==> src/rtl/dds_pkg.sv <==
package dds_pkg;

    typedef enum logic [1:0] {
        CTL_HOLD,
        CTL_ALIGN,
        CTL_RUN
    } ctl_state_e;

    typedef enum logic {
        SY_IDLE,
        SY_WINDOW
    } sync_state_e;

    localparam int MIN_RATIO = 2;

endpackage

==> src/rtl/dds_bank.sv <==
module dds_bank
    import dds_pkg::*;
#(
    parameter int DIV_W = 5
) (
    input  logic             clk_i,
    input  logic             rst_ni,
    input  logic             start_i,
    input  logic             boundary_i,
    input  logic             run_i,
    input  logic [DIV_W-1:0] ratio_i,
    output logic             clk_o,
    output logic [DIV_W-1:0] ratio_o,
    output logic [DIV_W-1:0] dist_o,
    output logic             wrap_o
);

    localparam logic [DIV_W-1:0] RATIO_FLOOR = DIV_W'(MIN_RATIO);
    localparam logic [DIV_W-1:0] ONE         = DIV_W'(1);

    logic [DIV_W-1:0] ratio_q, ratio_nxt, ratio_legal;
    logic [DIV_W-1:0] cnt_q, cnt_nxt;
    logic             clk_q, clk_nxt;

    // Ratios below the floor are raised to it.
    always_comb begin
        ratio_legal = (ratio_i < RATIO_FLOOR) ? RATIO_FLOOR : ratio_i;
    end

    // Phase wrap on the coming edge.
    assign wrap_o = run_i && (cnt_q == (ratio_q - ONE));

    always_comb begin
        ratio_nxt = ratio_q;
        cnt_nxt   = cnt_q;
        if (start_i || boundary_i) begin
            ratio_nxt = ratio_legal;
        end
        if (start_i) begin
            cnt_nxt = '0;
        end else if (run_i) begin
            cnt_nxt = wrap_o ? '0 : (cnt_q + ONE);
        end
    end

    // Cycles from the next state until the following rising edge.
    assign dist_o = ratio_nxt - cnt_nxt;

    always_comb begin
        if (start_i || run_i) begin
            clk_nxt = (cnt_nxt < (ratio_nxt >> 1));
        end else begin
            clk_nxt = 1'b0;
        end
    end

    always_ff @(posedge clk_i or negedge rst_ni) begin
        if (!rst_ni) begin
            ratio_q <= RATIO_FLOOR;
            cnt_q   <= '0;
            clk_q   <= 1'b0;
        end else begin
            ratio_q <= ratio_nxt;
            cnt_q   <= cnt_nxt;
            clk_q   <= clk_nxt;
        end
    end

    assign clk_o   = clk_q;
    assign ratio_o = ratio_q;

endmodule

==> src/rtl/dds_sync.sv <==
module dds_sync
    import dds_pkg::*;
#(
    parameter int DIV_W = 5
) (
    input  logic             clk_i,
    input  logic             rst_ni,
    input  logic             active_i,
    input  logic [DIV_W-1:0] dist_a_i,
    input  logic [DIV_W-1:0] dist_c_i,
    output logic             sync_no
);

    sync_state_e state_q, state_d;
    logic        same_dist;

    assign same_dist = (dist_a_i == dist_c_i);

    always_ff @(posedge clk_i or negedge rst_ni) begin
        if (!rst_ni) begin
            state_q <= SY_IDLE;
        end else begin
            state_q <= state_d;
        end
    end

    always_comb begin
        state_d = state_q;
        unique case (state_q)
            SY_IDLE: begin
                if (active_i && same_dist) begin
                    state_d = SY_WINDOW;
                end
            end
            SY_WINDOW: begin
                if (!active_i || !same_dist) begin
                    state_d = SY_IDLE;
                end
            end
            default: state_d = SY_IDLE;
        endcase
    end

    always_comb begin
        sync_no = (state_q == SY_IDLE);
    end

endmodule

==> src/rtl/dual_div_sync.sv <==
module dual_div_sync
    import dds_pkg::*;
#(
    parameter int DIV_W = 5
) (
    input  logic             clk_ref_i,
    input  logic             rst_ni,
    input  logic [DIV_W-1:0] ratio_a_i,
    input  logic [DIV_W-1:0] ratio_c_i,
    output logic             clk_a_o,
    output logic             clk_c_o,
    output logic             sync_no
);

    localparam int NBANK = 2;

    ctl_state_e state_q, state_d;
    logic       start_w, run_w, boundary_w;

    logic [NBANK-1:0][DIV_W-1:0] ratio_in;
    logic [NBANK-1:0][DIV_W-1:0] ratio_act;
    logic [NBANK-1:0][DIV_W-1:0] dist_nxt;
    logic [NBANK-1:0]            wrap_w;
    logic [NBANK-1:0]            clk_w;

    assign ratio_in[0] = ratio_a_i;
    assign ratio_in[1] = ratio_c_i;

    always_ff @(posedge clk_ref_i or negedge rst_ni) begin
        if (!rst_ni) begin
            state_q <= CTL_HOLD;
        end else begin
            state_q <= state_d;
        end
    end

    always_comb begin
        state_d = state_q;
        unique case (state_q)
            CTL_HOLD:  state_d = CTL_ALIGN;
            CTL_ALIGN: state_d = CTL_RUN;
            CTL_RUN:   state_d = CTL_RUN;
            default:   state_d = CTL_HOLD;
        endcase
    end

    always_comb begin
        start_w = (state_q == CTL_ALIGN);
        run_w   = (state_q == CTL_RUN);
    end

    // Common edge: every bank wraps on the same coming edge.
    assign boundary_w = &wrap_w;

    for (genvar g = 0; g < NBANK; g++) begin : g_bank
        dds_bank #(
            .DIV_W(DIV_W)
        ) u_bank (
            .clk_i      (clk_ref_i),
            .rst_ni     (rst_ni),
            .start_i    (start_w),
            .boundary_i (boundary_w),
            .run_i      (run_w),
            .ratio_i    (ratio_in[g]),
            .clk_o      (clk_w[g]),
            .ratio_o    (ratio_act[g]),
            .dist_o     (dist_nxt[g]),
            .wrap_o     (wrap_w[g])
        );
    end

    dds_sync #(
        .DIV_W(DIV_W)
    ) u_sync (
        .clk_i    (clk_ref_i),
        .rst_ni   (rst_ni),
        .active_i (start_w | run_w),
        .dist_a_i (dist_nxt[0]),
        .dist_c_i (dist_nxt[1]),
        .sync_no  (sync_no)
    );

    assign clk_a_o = clk_w[0];
    assign clk_c_o = clk_w[1];

endmodule

==> config.mk <==
export PLATFORM = sky130hd
export DESIGN_NAME = dual_div_sync
export DESIGN_NICKNAME = d
export VERILOG_FILES = /design/src/rtl/dds_pkg.sv /design/src/rtl/dds_bank.sv /design/src/rtl/dds_sync.sv /design/src/rtl/dual_div_sync.sv
export SDC_FILE = /design/constraint.sdc
export NUM_CORES = 1
export LEC_CHECK = 0
export BUFFER_PORTS_ARGS = -buffer_cell sky130_fd_sc_hd__buf_2
export CAP_MARGIN = 20
export CORE_ASPECT_RATIO = 0.6
export CORE_MARGIN = 2
export CORE_UTILIZATION = 41
export CTS_BUF_LIST = sky130_fd_sc_hd__clkbuf_4 sky130_fd_sc_hd__clkbuf_8
export CTS_CLUSTER_DIAMETER = 60
export DETAILED_ROUTE_END_ITERATION = 10
export PLACE_DENSITY = 0.59
export SETUP_SLACK_MARGIN = 0.02
export SKIP_LAST_GASP = 1
export SLEW_MARGIN = 10
export SYNTH_ARGS = -nofsm -noshare
export SYNTH_HDL_FRONTEND = slang
export SYNTH_SLANG_ARGS = --single-unit
==> constraint.sdc <==
create_clock -name clk_ref_i -period 3.6 [get_ports clk_ref_i]
set_input_delay 0.18 -clock clk_ref_i [delete_from_list [all_inputs] [get_ports clk_ref_i]]
set_output_delay 0.18 -clock clk_ref_i [all_outputs]
set_load 0.1 [all_outputs]
==> impl_metrics.tcl, run 1 <==
set metrics [dict create \
    firstDrtPassIters 4 \
    tightest_slew_ps 616 \
    synth.yosys.seq_area_share_pct 32.2 \
    slew_violations 0 \
    hold_violations 0 \
    synth_fp_nets 227 \
    design.core.area_um2 4560 \
    synth_area_um2 1950 \
    setup-violations-final 0 \
    avgRoutedWirePerCell_um 16.0 \
    antenna_cells 0 \
    worst_slack_ps 156 \
    grt-ovfl-total 0 \
    synth_top_area_share_pct 29.5 \
    clk_latency_ps 290 \
    rsz0062_at_grt "no" \
    root_buffer "clkbuf_8" \
    synth_area_leader_cell "dfrtp_1" \
    yosys_warnings 0 \
    status "finished clean" \
    cp-start-kind "register" \
    via_per_inst 5.08 \
    cap_violations 0 \
    initial_core_util_pct 42.8 \
    io_pins 15 \
    cp.required_ps 3780 \
    crit_fanout 3 \
    grt_use_total_pct 18.3 \
    clock_path_buffers 2 \
    synth.avg_cell_area_um2 10.2 \
    antenna_found_initial 0 \
    cts_buffers 3 \
    wl_um 4590 \
    ys_seq_elements 25 \
    clkSinkCount 25 \
    num_vias 1459 \
    pre_cts_slack_ps -102 \
    cts_tree "yes" \
    ant_nets 0 \
    drt_iter0_markers 78 \
    gp_congestion 0.877 \
    arrival_ps 3630 \
    maxSlewHeadroom_pct 58.9 \
    syn2layout_area_growth_pct 23.4 \
    ys_types 41 \
    fin_skew_ps 6.83 \
    io_buffers 14 \
    syn_inst 192 \
    finalNetCount 260 \
    cts.reportedPaths.clkPinSlew_ps 110 \
    row_count 19 \
    grt_pass1_wl_um 7320 \
    h-tree-depth 1 \
    crit_type "reg -> reg" \
    async_flop_share_pct 100 \
    dp_hpwl_um 3640 \
    period_minus_slack_ps 3440 \
    dieArea_um2 5350 \
    fin_crit_sh_pct 95.7 \
    die_x_um 93.1 \
    synthTopCellsByArea "dfrtp_1, ha_1, xnor2_1" \
    grt_pass1_vias 1409 \
    drive_above_1_share_pct 29.0 \
    die_h_um 57.4 \
    grt_max_degree 26 \
    synthFlopType "dfrtp_1" \
    synth_edf_count 0 \
    hp-class "in -> reg" \
    max_freq_mhz 290 \
    worstSetupEndpointType "register" \
    drc_errors 0 \
]
## area by class of cell
type                       count  area (um2)
multi-input combinational    136        1340
tap                           63        78.8
timing repair buffer          31         204
inverter                      28         105
sequential                    25         628
fill                         423        2160
clock buffer                   3        41.3
clock inverter                 1        8.76
## Yosys cell counts (4+ instances only)
cell and n:
or3_1 4, xnor2_1 16, xor2_1 11, mux2i_1 11, nand2b_1 4, a21o_1 4
nor2b_1 4, a21oi_1 15, ha_1 21, inv_1 27, nand4_1 4, nand2_1 4
dfrtp_1 23, nor2_1 8
## stage by stage
| step | TNS [ps] | cell area [um2] | hold slack, ps | util [%] | instances |
|---|---|---|---|---|---|
| 6_report | 0 | 2410 | 178 | 52.8 | 287 |
| 5_1_grt | 0 | 2410 | 187 | 52.8 | 287 |
| 4_1_cts | 0 | 2280 | 182 | 50.0 | 286 |
| 3_5_place_dp | -102 | 2190 | 223 | 47.9 | 279 |
| 3_3_place_gp | -38.1 | 2190 | 224 | 47.9 | 279 |
| 2_1_floorplan | 0 | 1960 | -116 | - | 192 |
## logic make-up (layout without fill, tap and decap cells)
family	after synthesis	after routing	share of synthesized area, %
flip-flops	25	25	32.2
AO/OA/AOI/OAI	31	31	12.6
XOR/XNOR	28	28	13.3
AND/OR/NAND/NOR	43	43	14.3
multiplexers	11	11	5.64
adder cells (fa/ha/maj)	23	23	15.5
buffers and inverters	31	63	6.54
## sequential cells by signal (all words and copies together) (netlist names)
register / cells
g_bank.u_bank.cnt_q: 10
state_q: 2
g_bank.u_bank.clk_o: 2
u_sync.state_q: 1
g_bank.u_bank.ratio_o: 10
## timing repair
action	CTS	global route
pin swaps	3	7
hold endpoints to repair	23	0
hold buffers	1	0
endpoints found under the setup margin	1	1
resized for setup	4	20
buffers inserted	2	1
## layout by cell type, fill, tap and decap left out, types with 3 or more instances in the layout
| cell type | n |
|---|---|
| clkbuf_8 | 3 |
| or3_1 | 4 |
| nand4_1 | 4 |
| xor2_1 | 11 |
| xnor2_1 | 14 |
| buf_2 | 14 |
| a21oi_2 | 3 |
| ha_4 | 4 |
| inv_2 | 3 |
| a21o_1 | 4 |
| nor2b_1 | 4 |
| mux2i_4 | 3 |
| buf_4 | 15 |
| nor2_1 | 8 |
| ha_1 | 17 |
| nand2b_1 | 4 |
| nand2_1 | 4 |
| a21oi_1 | 11 |
| dfrtp_1 | 23 |
| mux2i_1 | 7 |
| inv_1 | 25 |
## layer usage
| layer | routed length [um] | part of all wire, % | vias to the layer above | track usage, % |
|---|---|---|---|---|
| li1 | - | - | 720 | - |
| met1 | 2480 | 54 | 712 | 30.5 |
| met2 | 1860 | 41 | 27 | 24.7 |
| met3 | 247 | 5.4 | 0 | 3.17 |
| met4 | 0 | 0 | 0 | 2.52 |
| met5 | 0 | 0 | - | 0 |
## final timing paths
| kind | from | to | slack [ps] | depth (start not counted) |
|---|---|---|---|---|
| setup / recovery | g_bank[0].u_bank.ratio_o[1] | u_sync.state_q | 160 | 17 |
| hold / removal | ratio_c_i[2] | g_bank[1].u_bank.ratio_o[2] | 180 | 3 |
| setup reg to reg | g_bank[0].u_bank.ratio_o[1] | u_sync.state_q | 160 | 17 |
| hold reg to reg | state_q[1] | state_q[0] | 620 | 2 |
| max in group asynchronous | rst_ni | g_bank[0].u_bank.cnt_q[4] | 2760 | 2 |
| min in group asynchronous | rst_ni | g_bank[1].u_bank.clk_o | 430 | 2 |
## critical path, stage by stage, from the launching register on
cell,delay [ps]
dfstp_2,550
inv_1,100
ha_4,240
xnor2_2,140
nor4_4,250
buf_4,170
a21oi_1,60
mux2i_1,230
nor2_1,110
ha_1,240
fa_1,390
inv_1,70
a21o_1,120
a21oi_2,60
xnor2_1,140
xnor3_1,250
xnor2_1,200
nor3_2,50
Power of run 1 is not shown: default switching activity piles up to over one toggle a cycle in this logic, so the estimate is an artifact.
==> run 2, diff against run 1 <==
--- a/config.mk
+++ b/config.mk
@@ -19,4 +19,5 @@
 export SLEW_MARGIN = 10
 export SYNTH_ARGS = -nofsm -noshare
 export SYNTH_HDL_FRONTEND = slang
+export SYNTH_HIERARCHICAL = 1
 export SYNTH_SLANG_ARGS = --single-unit
==> impl_metrics.tcl, run 2 <==
set metrics [dict create \
    startpoint "g_bank[1].u_bank/ratio_o[1]" \
    die_h_um 57.1 \
    io_buffers 14 \
    grt_pass1_wl_um 6880 \
    placed_cells 297 \
    gp_congestion 0.870 \
    yosys_warnings 6 \
    antenna_found_initial 0 \
    syn2layout_area_growth_pct 23.0 \
    crit_type "reg -> reg" \
    hp-class "in -> reg" \
    synth.avg_cell_area_um2 9.68 \
    slew_violations 0 \
    yosysMostFrequentCell "inv_1" \
    synth_area_um2 1930 \
    root_buffer "clkbuf_8" \
    synthTopCellsByArea "dfrtp_1, ha_1, xnor2_1" \
    layout_common_cells "inv_1, buf_4, dfrtp_1" \
    via_per_inst 4.83 \
    synth_fp_nets 234 \
    arrival_ps 3680 \
    drive_above_1_share_pct 28.7 \
    async_flop_share_pct 100 \
    status "finished clean" \
    synth_edf_count 0 \
    num_vias 1462 \
    post-route-cell-area_um2 2370 \
    synth.yosys.seq_area_share_pct 32.6 \
    clock_path_buffers 2 \
    setup-violations-final 0 \
    wl_um 4230 \
    grt_use_total_pct 17.3 \
    hold_start "ratio_a_i[2]" \
    syn_inst 199 \
    cts.reportedPaths.clkPinSlew_ps 90 \
    grt_max_degree 26 \
    dpl-instance-area_um2 2240 \
    drc_errors 0 \
    design.core.area_um2 4540 \
    yosys-top-cells-count "inv_1, dfrtp_1, ha_1, xnor2_1, xor2_1" \
    antenna_cells 0 \
    finalNetCount 276 \
    rsz0062_at_grt "yes" \
    cp.required_ps 3810 \
    cts_tree "yes" \
    grt-ovfl-total 0 \
    h-tree-depth 1 \
    firstDrtPassIters 4 \
    ant_nets 0 \
    io_pins 15 \
    final_common_cell "inv_1" \
    row_count 19 \
    initial_core_util_pct 42.4 \
    cts_buffers 3 \
    worstReg2RegStart "g_bank[1].u_bank/ratio_o[1]" \
    synth_area_leader_cell "dfrtp_1" \
    tightest_slew_ps 580 \
    dp_hpwl_um 3530 \
    ys_seq_elements 25 \
    fin_skew_ps 1.87 \
    crit_fanout 7 \
    cap_violations 0 \
    die_x_um 92.5 \
    stdcell_count 303 \
    synth_top_area_share_pct 29.9 \
    synthFlopType "dfrtp_1" \
    worstSetupEndpointType "register" \
    grt_pass1_vias 1327 \
    clk_latency_ps 270 \
    dieArea_um2 5280 \
    drt_iter0_markers 142 \
    maxSlewHeadroom_pct 61.3 \
    fin_crit_sh_pct 96.5 \
    cp-start-kind "register" \
    avgRoutedWirePerCell_um 14.0 \
    hold_violations 0 \
    period_minus_slack_ps 3470 \
    ys_types 32 \
    clkSinkCount 25 \
    max_freq_mhz 288 \
]
==> run 2: layout make-up <==
cell class	count	area, um2
fill	416	2170
multi-input combinational	139	1220
sequential	25	628
timing repair buffer	41	275
inverter	31	116
tap	63	78.8
clock buffer	4	48.8
==> run 2: cell families after synthesis <==
| family | after synthesis | share of synthesized area [%] |
|---|---|---|
| xor gates and xnor gates | 35 | 15.9 |
| and+or+nand+nor | 47 | 16.4 |
| AOI/OAI and AO/OA | 28 | 9.10 |
| buffers and inverters | 35 | 7.08 |
| muxes | 6 | 3.12 |
| DFF | 25 | 32.6 |
| adders and majority gates | 23 | 15.7 |
==> run 2: per-stage QoR <==
stage / TNS, ps / setup slack, ps / util (%) / hold slack [ps]
global placement: -81.4 / -81.4 / 49.4 / 214
detailed placement: -120 / -120 / 49.4 / 208
global route: -119 / -119 / 52.2 / 222
floorplan: 0 / 22.5 / - / -116
finish: 0 / 127 / 52.2 / 207
CTS: 0 / 46.5 / 51.8 / 198
==> run 2: critical path, cell delays in order (launching register included) <==
cell and delay, ps:
dfstp_2 540, inv_1 60, ha_1 180, nor3b_2 160, xnor2_1 160, nor4_4 320, and2_4 230, nor2_4 70
mux2i_2 230, inv_1 90, ha_1 310, a21o_1 170, a21oi_1 170, xnor2_1 150, xnor2_1 100, xor2_1 170
nor4_1 140, and3_1 170
==> run 2: path summary, 6_finish.rpt <==
path,endpoint,slack [ps],depth (start not counted)
hold reg to reg,g_bank[1].u_bank/ratio_o[0],620,3
setup reg to reg,u_sync/state_q,130,17
setup / recovery,u_sync/state_q,130,17
hold / removal,g_bank[0].u_bank/ratio_o[2],210,3
max in group asynchronous,g_bank[0].u_bank/ratio_o[1],2780,2
min in group asynchronous,g_bank[1].u_bank/ratio_o[2],440,2
==> run 2: what timing repair did <==
item,in CTS,in global routing
buffers inserted,0,1
endpoints found under the hold margin,23,0
hold buffers,1,0
gates cloned,0,0
endpoints found under the setup margin,1,1
pin swaps,7,3
resized for setup,13,2
==> run 2: per-layer routing <==
metal | vias up | share of wire (%) | global-route usage (%)
met2 | 35 | 36 | 20.1
met1 | 681 | 59 | 30.6
met5 | - | 0 | 0
li1 | 746 | - | -
met3 | 0 | 5.6 | 3.83
met4 | 0 | 0 | 3.20
Power of run 2 is left out for the same reason.
